### src/rtl/gpx_pkg.sv
package gpx_pkg;
  parameter int BANKS      = 3;
  parameter int BANK_W     = 8;
  parameter int SLOT_BITS  = 2;
  parameter int GROUP_BITS = 4;
  localparam int ADDR_W    = GROUP_BITS + SLOT_BITS;
  localparam int LINES     = BANKS * BANK_W;
  localparam int BIDX_W    = (BANKS > 1) ? $clog2(BANKS) : 1;

  typedef enum logic [GROUP_BITS-1:0] {
    GRP_PIN  = 4'd0,
    GRP_DIR  = 4'd1,
    GRP_SET  = 4'd2,
    GRP_CLR  = 4'd3,
    GRP_RISE = 4'd4,
    GRP_FALL = 4'd5,
    GRP_IEN  = 4'd6,
    GRP_STAT = 4'd7,
    GRP_EDGE = 4'd8
  } grp_e;

  typedef struct packed {
    logic [BANKS-1:0]  dirWr;
    logic [BANKS-1:0]  setWr;
    logic [BANKS-1:0]  clrWr;
    logic [BANKS-1:0]  riseWr;
    logic [BANKS-1:0]  fallWr;
    logic [BANKS-1:0]  ienWr;
    logic [BANKS-1:0]  statClr;
    logic [BANKS-1:0]  edgeClr;
    logic [BANK_W-1:0] data;
    logic              rdEn;
    logic              rdHit;
    grp_e              rdGrp;
    logic [BIDX_W-1:0] rdBank;
  } strobe_t;
endpackage

### src/rtl/gpx_ctrl.sv
module gpx_ctrl
  import gpx_pkg::*;
(
  input  logic              clk,
  input  logic              rstN,
  input  logic [ADDR_W-1:0] addr,
  input  logic              wrEn,
  input  logic              rdEn,
  input  logic [BANK_W-1:0] wrData,
  output strobe_t           st
);
  localparam int LAST_GRP = int'(GRP_EDGE);

  logic [GROUP_BITS-1:0] grp;
  logic [SLOT_BITS-1:0]  slot;
  logic                  hit;
  logic [BANKS-1:0]      bankSel;

  assign grp  = addr[ADDR_W-1 -: GROUP_BITS];
  assign slot = addr[SLOT_BITS-1:0];
  assign hit  = (int'(slot) < BANKS) && (int'(grp) <= LAST_GRP);

  // slot 0 addresses the top bank; bank index counts down with the slot
  for (genvar b = 0; b < BANKS; b++) begin : g_sel
    assign bankSel[b] = hit && (int'(slot) == BANKS - 1 - b);
  end

  function automatic logic [BANKS-1:0] wrSel(input grp_e g);
    return (wrEn && grp == g) ? bankSel : '0;
  endfunction

  always_comb begin
    st.dirWr   = wrSel(GRP_DIR);
    st.setWr   = wrSel(GRP_SET);
    st.clrWr   = wrSel(GRP_CLR);
    st.riseWr  = wrSel(GRP_RISE);
    st.fallWr  = wrSel(GRP_FALL);
    st.ienWr   = wrSel(GRP_IEN);
    st.statClr = wrSel(GRP_STAT);
    st.edgeClr = wrSel(GRP_EDGE);
    st.data    = wrData;
    st.rdEn    = rdEn;
    st.rdHit   = hit;
    st.rdGrp   = grp_e'(grp);
    st.rdBank  = hit ? BIDX_W'(BANKS - 1 - int'(slot)) : '0;
  end

  // a single write reaches at most one register bank
  assert_one_strobe_R2: assert property (@(posedge clk) disable iff (!rstN)
    $onehot0({st.dirWr, st.setWr, st.clrWr, st.riseWr, st.fallWr,
              st.ienWr, st.statClr, st.edgeClr}));
endmodule

### src/rtl/gpx_datapath.sv
module gpx_datapath
  import gpx_pkg::*;
(
  input  logic              clk,
  input  logic              rstN,
  input  strobe_t           st,
  input  logic [LINES-1:0]  pinIn,
  output logic [LINES-1:0]  pinOut,
  output logic [LINES-1:0]  pinOe,
  output logic              irqOut,
  output logic [BANK_W-1:0] rdData
);
  logic [LINES-1:0] dirR, outR, riseR, fallR, ienR, statR, edgeR;
  logic [LINES-1:0] syncA, syncB, prevR;
  logic [LINES-1:0] dirNx, riseNx, fallNx, ienNx;
  logic [LINES-1:0] setMask, clrMask, statClrMask, edgeClrMask;
  logic [LINES-1:0] det;
  logic             irqR;
  logic [BANK_W-1:0] rdVal;

  for (genvar b = 0; b < BANKS; b++) begin : g_bank
    localparam int LO = b * BANK_W;
    assign dirNx[LO +: BANK_W]       = st.dirWr[b]  ? st.data : dirR[LO +: BANK_W];
    assign riseNx[LO +: BANK_W]      = st.riseWr[b] ? st.data : riseR[LO +: BANK_W];
    assign fallNx[LO +: BANK_W]      = st.fallWr[b] ? st.data : fallR[LO +: BANK_W];
    assign ienNx[LO +: BANK_W]       = st.ienWr[b]  ? st.data : ienR[LO +: BANK_W];
    assign setMask[LO +: BANK_W]     = st.setWr[b]   ? st.data : '0;
    assign clrMask[LO +: BANK_W]     = st.clrWr[b]   ? st.data : '0;
    assign statClrMask[LO +: BANK_W] = st.statClr[b] ? st.data : '0;
    assign edgeClrMask[LO +: BANK_W] = st.edgeClr[b] ? st.data : '0;
  end

  assign det = (syncB & ~prevR & riseR) | (~syncB & prevR & fallR);

  always_ff @(posedge clk) begin
    if (!rstN) begin
      dirR  <= '0; outR  <= '0; riseR <= '0; fallR <= '0; ienR <= '0;
      statR <= '0; edgeR <= '0; syncA <= '0; syncB <= '0; prevR <= '0;
      irqR  <= 1'b0;
    end else begin
      dirR  <= dirNx;
      riseR <= riseNx;
      fallR <= fallNx;
      ienR  <= ienNx;
      outR  <= (outR | setMask) & ~clrMask;
      syncA <= pinIn;
      syncB <= syncA;
      prevR <= syncB;
      statR <= (statR & ~statClrMask) | det;
      edgeR <= (edgeR & ~edgeClrMask) | det;
      irqR  <= |(statR & ienR);
    end
  end

  always_comb begin
    unique case (st.rdGrp)
      GRP_PIN:           rdVal = syncB[int'(st.rdBank)*BANK_W +: BANK_W];
      GRP_DIR:           rdVal = dirR[int'(st.rdBank)*BANK_W +: BANK_W];
      GRP_SET, GRP_CLR:  rdVal = outR[int'(st.rdBank)*BANK_W +: BANK_W];
      GRP_RISE:          rdVal = riseR[int'(st.rdBank)*BANK_W +: BANK_W];
      GRP_FALL:          rdVal = fallR[int'(st.rdBank)*BANK_W +: BANK_W];
      GRP_IEN:           rdVal = ienR[int'(st.rdBank)*BANK_W +: BANK_W];
      GRP_STAT:          rdVal = statR[int'(st.rdBank)*BANK_W +: BANK_W];
      GRP_EDGE:          rdVal = edgeR[int'(st.rdBank)*BANK_W +: BANK_W];
      default:           rdVal = '0;
    endcase
  end

  always_ff @(posedge clk) begin
    if (!rstN)          rdData <= '0;
    else if (st.rdEn)   rdData <= st.rdHit ? rdVal : '0;
  end

  assign pinOe  = dirR;
  assign pinOut = outR & dirR;
  assign irqOut = irqR;

  // a status bit may only appear on a line whose edge enables were set
  assert_edge_needs_enable_R7: assert property (@(posedge clk) disable iff (!rstN)
    ((statR & ~$past(statR)) & ~$past(riseR | fallR)) == '0);
  // a newly raised status bit is always accompanied by its edge flag
  assert_stat_with_edge_R7: assert property (@(posedge clk) disable iff (!rstN)
    ((statR & ~$past(statR)) & ~edgeR) == '0);
  // flags not targeted by a clear survive the cycle
  assert_stat_sticky_R8: assert property (@(posedge clk) disable iff (!rstN)
    ($past(statR & ~statClrMask) & ~statR) == '0);
  assert_edge_sticky_R8: assert property (@(posedge clk) disable iff (!rstN)
    ($past(edgeR & ~edgeClrMask) & ~edgeR) == '0);
  assert_irq_rise_R9: assert property (@(posedge clk) disable iff (!rstN)
    (|(statR & ienR)) |=> irqOut);
  assert_irq_fall_R9: assert property (@(posedge clk) disable iff (!rstN)
    !(|(statR & ienR)) |=> !irqOut);
  assert_unmapped_zero_R10: assert property (@(posedge clk) disable iff (!rstN)
    (st.rdEn && !st.rdHit) |=> rdData == '0);
endmodule

### src/rtl/gpx_port.sv
module gpx_port
  import gpx_pkg::*;
(
  input  logic              clk,
  input  logic              rst_n,
  input  logic [ADDR_W-1:0] addr,
  input  logic              wr_en,
  input  logic [BANK_W-1:0] wr_data,
  input  logic              rd_en,
  output logic [BANK_W-1:0] rd_data,
  input  logic [LINES-1:0]  pin_in,
  output logic [LINES-1:0]  pin_out,
  output logic [LINES-1:0]  pin_oe,
  output logic              irq
);
  strobe_t strobes;

  gpx_ctrl u_ctrl (
    .clk    (clk),
    .rstN   (rst_n),
    .addr   (addr),
    .wrEn   (wr_en),
    .rdEn   (rd_en),
    .wrData (wr_data),
    .st     (strobes)
  );

  gpx_datapath u_dp (
    .clk    (clk),
    .rstN   (rst_n),
    .st     (strobes),
    .pinIn  (pin_in),
    .pinOut (pin_out),
    .pinOe  (pin_oe),
    .irqOut (irq),
    .rdData (rd_data)
  );
endmodule

### config.mk
export PLATFORM = sky130hd
export DESIGN_NAME = gpx_port
export DESIGN_NICKNAME = d
export VERILOG_FILES = /design/src/rtl/gpx_pkg.sv /design/src/rtl/gpx_ctrl.sv /design/src/rtl/gpx_datapath.sv /design/src/rtl/gpx_port.sv
export SDC_FILE = /design/constraint.sdc
export NUM_CORES = 1
export LEC_CHECK = 0
export BUFFER_PORTS_ARGS = -buffer_cell sky130_fd_sc_hd__buf_4
export CORE_MARGIN = 5
export CORE_UTILIZATION = 60
export CTS_BUF_LIST = sky130_fd_sc_hd__clkbuf_8
export CTS_CLUSTER_DIAMETER = 120
export DETAILED_ROUTE_END_ITERATION = 8
export PLACE_DENSITY = 0.87
export SLEW_MARGIN = 20
export SYNTH_ARGS = -nofsm -noshare
export SYNTH_HDL_FRONTEND = slang
export SYNTH_SLANG_ARGS = --single-unit
### constraint.sdc
create_clock -name clk -period 2.2 [get_ports clk]
set_input_delay 0.44 -clock clk [delete_from_list [all_inputs] [get_ports clk]]
set_output_delay 0.44 -clock clk [all_outputs]
set_load 0.03 [all_outputs]
* Word-level counts from Yosys, hierarchy flattened
Cells that the tools add are included. Widths: inputs -> output; s select.
Storage, ports and cells: bits in registers 249, input port bits 42, word-level logic and storage cells 98, output and inout bits 57
Operators by class: equal/unequal tests 10, order comparisons 2, shift-type cells 8, add/sub/neg operators 1, bitwise logic cells 18, reduce and logical (&&, ||, !) cells 16, muxes and demuxes 23
Operators with widths (number):
- $and 24x24->24 | 9
- $shiftx 24x6->8 | 8
- $not 24->24 | 5
- $mux 8 | 13
- $or 24x24->24 | 4
- $pmux 8 s8 | 1
- $mux 3 | 8
- $reduce_or 24->1 | 1
- $eq 4x3->1 const B | 4
- $logic_and 1x1->1 | 12
- $eq 4x2->1 const B | 2
- $eq 2x2->1 const B | 2
- $eq 4x1->1 const B | 1
- $eq 4x4->1 const B | 1
- $le 4x4->1 const B | 1
- $logic_not 4->1 | 1
- $logic_not 2->1 | 1
- $lt 2x2->1 const B | 1
- $mux 2 | 1
- $reduce_or 2->1 | 1
- $sub 2x2->2 const A | 1

* Depth between registers and ports, before layout
depth in word-level cells 8, mapped depth 8, depth with buffers taken out 6

* Cells and area by module
Synthesis repeated with hierarchy kept, for this count alone.
Unflattened totals: cells, all modules 1275, area, all modules 11343.4 um^2
Modules (own cells, without submodules):
- gpx_datapath | seq. area each 4984.8 um^2, area an instance 10915.5 um^2, times used 1, cells each 1213
- gpx_ctrl | seq. area each 0.0 um^2, area an instance 427.9 um^2, times used 1, cells each 62

* Worst setup path after synthesis
Ideal clock, no wire load.
path type input port to flip-flop, start input port addr[0], end register u_dp.rdData[4], arrival time 1.890 ns, slack 0.214 ns, data required time 2.105 ns, stages 7, path buffers 1, library setup time 0.095 ns, cells stage by stage inv_1 > ha_1 > clkbuf_1 > o21bai_4 > nor2_2 > a311o_1 > a221oi_1
On the way: word-level cells in the longest chain between the ends 6, elaborated cells between the ends (all ways) 14, those cells by class add/sub: 1; order compare: 1; shift: 8; mux: 3; reduce/logical: 1
Ends and longest elaborated chain:
- from (decl) | RTL line gpx_port.sv:6 | input logic [ADDR_W-1:0] addr,
- $lt 2x2->1 | RTL line gpx_ctrl.sv:21 | assign hit = (int'(slot) < BANKS) && (int'(grp) <= LAST_GRP);
- $logic_and 1x1->1 | RTL line gpx_ctrl.sv:21
- $mux 2 | RTL line gpx_ctrl.sv:45 | st.rdBank = hit ? BIDX_W'(BANKS - 1 - int'(slot)) : '0;
- $shiftx 24x6->8 (tied with other cells) | RTL line gpx_datapath.sv:64 | GRP_EDGE: rdVal = edgeR[int'(st.rdBank)*BANK_W +: BANK_W];
- $pmux 8 s8 | RTL line gpx_datapath.sv:56 | unique case (st.rdGrp)
- $mux 8 (*) | RTL line gpx_datapath.sv:71 | else if (st.rdEn) rdData <= st.rdHit ? rdVal : '0;
- to (signal assigned) | RTL line gpx_datapath.sv:71
- to (decl) | RTL line gpx_datapath.sv:11 | output logic [BANK_W-1:0] rdData
Mark *: on every way between the ends. The rest lies on a longest branch, timed or not. A chain may end at the register's enable or synchronous reset.

* Worst setup path after layout
start register u_dp.edgeR[13], end register u_dp.rdData[5]
On the way: word-level cells in the longest chain between the ends 3
Ends and longest elaborated chain:
- from (decl) | RTL line gpx_datapath.sv:13 | logic [LINES-1:0] dirR, outR, riseR, fallR, ienR, statR, edgeR;
- from (signal assigned) | RTL line gpx_datapath.sv:50 | edgeR <= (edgeR & ~edgeClrMask) | det;
- $shiftx 24x6->8 | RTL line gpx_datapath.sv:64
- $pmux 8 s8 | RTL line gpx_datapath.sv:56
- $mux 8 | RTL line gpx_datapath.sv:71
No other way between the ends.

==> metrics <==
Total GRT Usage 33.6%; Chip Width 147 um; Synthesis Warnings 0; Async S/R FF share, synth 0%; Antenna Cells 0; DRC Markers 0; fin area 0.0134 mm^2; final wirelength 36900 um; Cell variety after synth 69; Mapped Avg Cell Area 9.15 um^2; hold buffers post-CTS 0; Core Area 0.0185 mm^2; H-tree depth 2; clock slew at reported path FFs 60 ps; Critical Path Slowest Stage Cell or3b_2; Worst Hold Class in2reg; worst path required time 2650 ps; initial antenna violation count 0; met1 wire length 15500 um; register bit total from synthesis 249; placed insts 1552; RSZ-0062 raised after global routing no; overall die area 0.0215 mm^2; GRT overflow 0; CTS Buf Count 41; worst path arrival time 2380 ps; Cell Area, Placed 0.0126 mm^2; crit path launch type register; Slew HR 43.5%; Port Buf Inserts 98; Initial Util 60.4%; Post-Syn Area 0.0112 mm^2; routability congestion estimate 1.04; run status finished clean; CTS tree built; fill cell count 1389; critical path fanouts, max 2; CTS sink cnt 249; CTS max path bufs 3; final period utilization 87.6%; CTS root buffer clkbuf_8; Synthesized Nets 1268; Final setup violation count 0; post-cts gate resize count 0; post-CTS setup buffers 0; Peak VDD IR 0.617 mV; Mapped Cells 1222; Final ANT Viol Nets 0; nets 1407; Vias/cell 6.29; Met2 Wirelength 16100 um; Post-synth EDFFs 0; Worst Tran Pin Value 841 ps; Die Ht 147 um; Layout area overhead 19.8%; Max Cap Viol 0; First-pass DRT Iterations 8; overall power 9330 uW; HPWL Detailed 26000 um; sequence of cells on the critical path or3b_2 > a221oi_1 > o41ai_1 > o21a_1 > o41ai_2; I/O Pins 99; Vias 10208; Rows 50; Final Max Tran Viols 0; fin cells 1624; global-route wire length before repair 56700 um; most frequently used flop master after synthesis dfxtp_1; Seq/Total Area, Yosys 44.6%; Fin Clk Skew 27.2 ps; met3 wire length 3940 um; number of global-route vias before repair 9781; critical path class reg2reg; PD cells 696 mW/mm^2; layout cells sized above 1 19.5%; storage element area 0.00498 mm^2; f_max 0.519 GHz; Routed wire per std cell 22.7 um; Worst-Skew Late Latency 550 ps; Fin. Hold Viols 0; post-route minimum period 1930 ps; CP peak stage delay 480 ps; Leak 0.00552 uW; endpoint class of the critical path register; largest net degree at the start of global routing 70; initial drt markers 1317; top layer reached by signal wires met4; area of the multi-input gates 0.00576 mm^2
area by class of cell:
type | instances | share of cell area, %
tap | 234 | 2.19
multi-input combinational | 879 | 43.0
clock inverter | 23 | 0.934
inverter | 8 | 0.233
sequential | 249 | 37.2
clock buffer | 49 | 5.03
timing repair buffer | 182 | 11.4
where the power goes:
part	leakage (uW)	internal, uW	total [uW]	switching, uW
Combinational	0.00303	279	741	462
Sequential	0.00202	4570	4620	47.1
Clock	0.000474	2140	3970	1830
worst paths after layout:
path | slack, ps | end | start | cells after the start
worst max register to register | 270 | u_dp.rdData[5] | u_dp.edgeR[13] | 5
worst max-delay path | 270 | u_dp.rdData[5] | u_dp.edgeR[13] | 5
worst min register to register | 430 | u_dp.syncB[17] | u_dp.syncA[17] | 1
worst min-delay path | 100 | u_dp.syncA[1] | pin_in[1] | 2
registers in the layout (all words and copies together) (netlist names), 24 cells and up:
register    count
u_dp.edgeR     24
u_dp.fallR     24
u_dp.ienR      24
u_dp.outR      24
u_dp.pinOe     24
u_dp.prevR     24
u_dp.riseR     24
u_dp.statR     24
u_dp.syncA     24
u_dp.syncB     24
worst max-delay path, delay by kind of cell, from the launching register on:
kind	cells	cell delay (ps)
and+or+nand+nor	1	480
DFF	1	430
AOI/OAI and AO/OA	4	930
per-layer routing:
layer,vias to the layer above,GRT usage [%]
met5,-,0
li1,4670,-
met1,4851,46.5
met2,586,50.3
met4,0,13.5
met3,101,8.50
synth_stat cells (2+ instances only):
cell type,instances,area (um^2)
dfxtp_1,249,4980
nand2_1,118,443
and2_1,98,613
a21oi_1,94,470
mux2i_1,88,881
nor2_1,71,267
nand3_1,60,300
o21a_1,58,435
clkbuf_1,51,191
a21boi_0,48,360
a211oi_1,36,270
nand3b_1,31,233
o21ai_0,31,155
buf_2,19,95.1
o22ai_1,13,81.3
buf_4,12,90.1
o221ai_1,11,96.3
a221oi_1,10,87.6
a22oi_1,10,75.1
a21o_1,9,67.6
a311o_1,6,60.1
inv_1,6,22.5
nor3_1,6,30.0
o2bb2ai_1,6,52.6
mux2_2,5,56.3
nand4_1,5,31.3
nand4_2,5,62.6
a222oi_1,4,40.0
and3_1,4,25.0
ha_1,4,50.1
a2111oi_0,3,26.3
nand2b_1,3,18.8
nor2b_1,3,18.8
or3_1,3,18.8
a22o_1,2,17.5
buf_1,2,7.51
buf_6,2,22.5
clkinv_1,2,7.51
nor2_2,2,12.5
o2111ai_1,2,17.5
or3b_2,2,17.5
cells by family (layout without fill, tap and decap cells):
kind of cell	count (synthesis)	after routing	share of synthesized area [%]
AO/OA/AOI/OAI	355	355	22.1
adder cells (fa/ha/maj)	4	4	0.448
AND/OR/NAND/NOR	426	426	20.4
buffers and inverters	94	262	3.90
flip-flops	249	249	44.6
multiplexers	94	94	8.58
stage by stage:
stage | util (%) | TNS [ps] | setup slack [ps] | hold WS, ps
6_report | 72.4 | 0 | 273 | 100
5_1_grt | 72.4 | 0 | 250 | 84.2
4_1_cts | 72.4 | 0 | 346 | 83.4
3_5_place_dp | 68.0 | -994 | -155 | 418
3_3_place_gp | 68.0 | -978 | -163 | 413
2_1_floorplan | - | 0 | 214 | 412
cell usage in the layout (no fill, tap or decap), drive strengths merged, types with 7 or more instances in the layout:
cell,count
a221oi,11
nand3,60
nand2,118
mux2i,88
nor3,7
buf,182
o21a,58
o221ai,11
inv,22
a21oi,94
clkinv,8
and2,98
o21ai,31
dfxtp,249
nand3b,32
a21boi,48
clkbuf,49
o22ai,13
a21o,9
nor2,74
nand4,11
a22oi,10
a211oi,36
(Power assumes the default switching activity.)
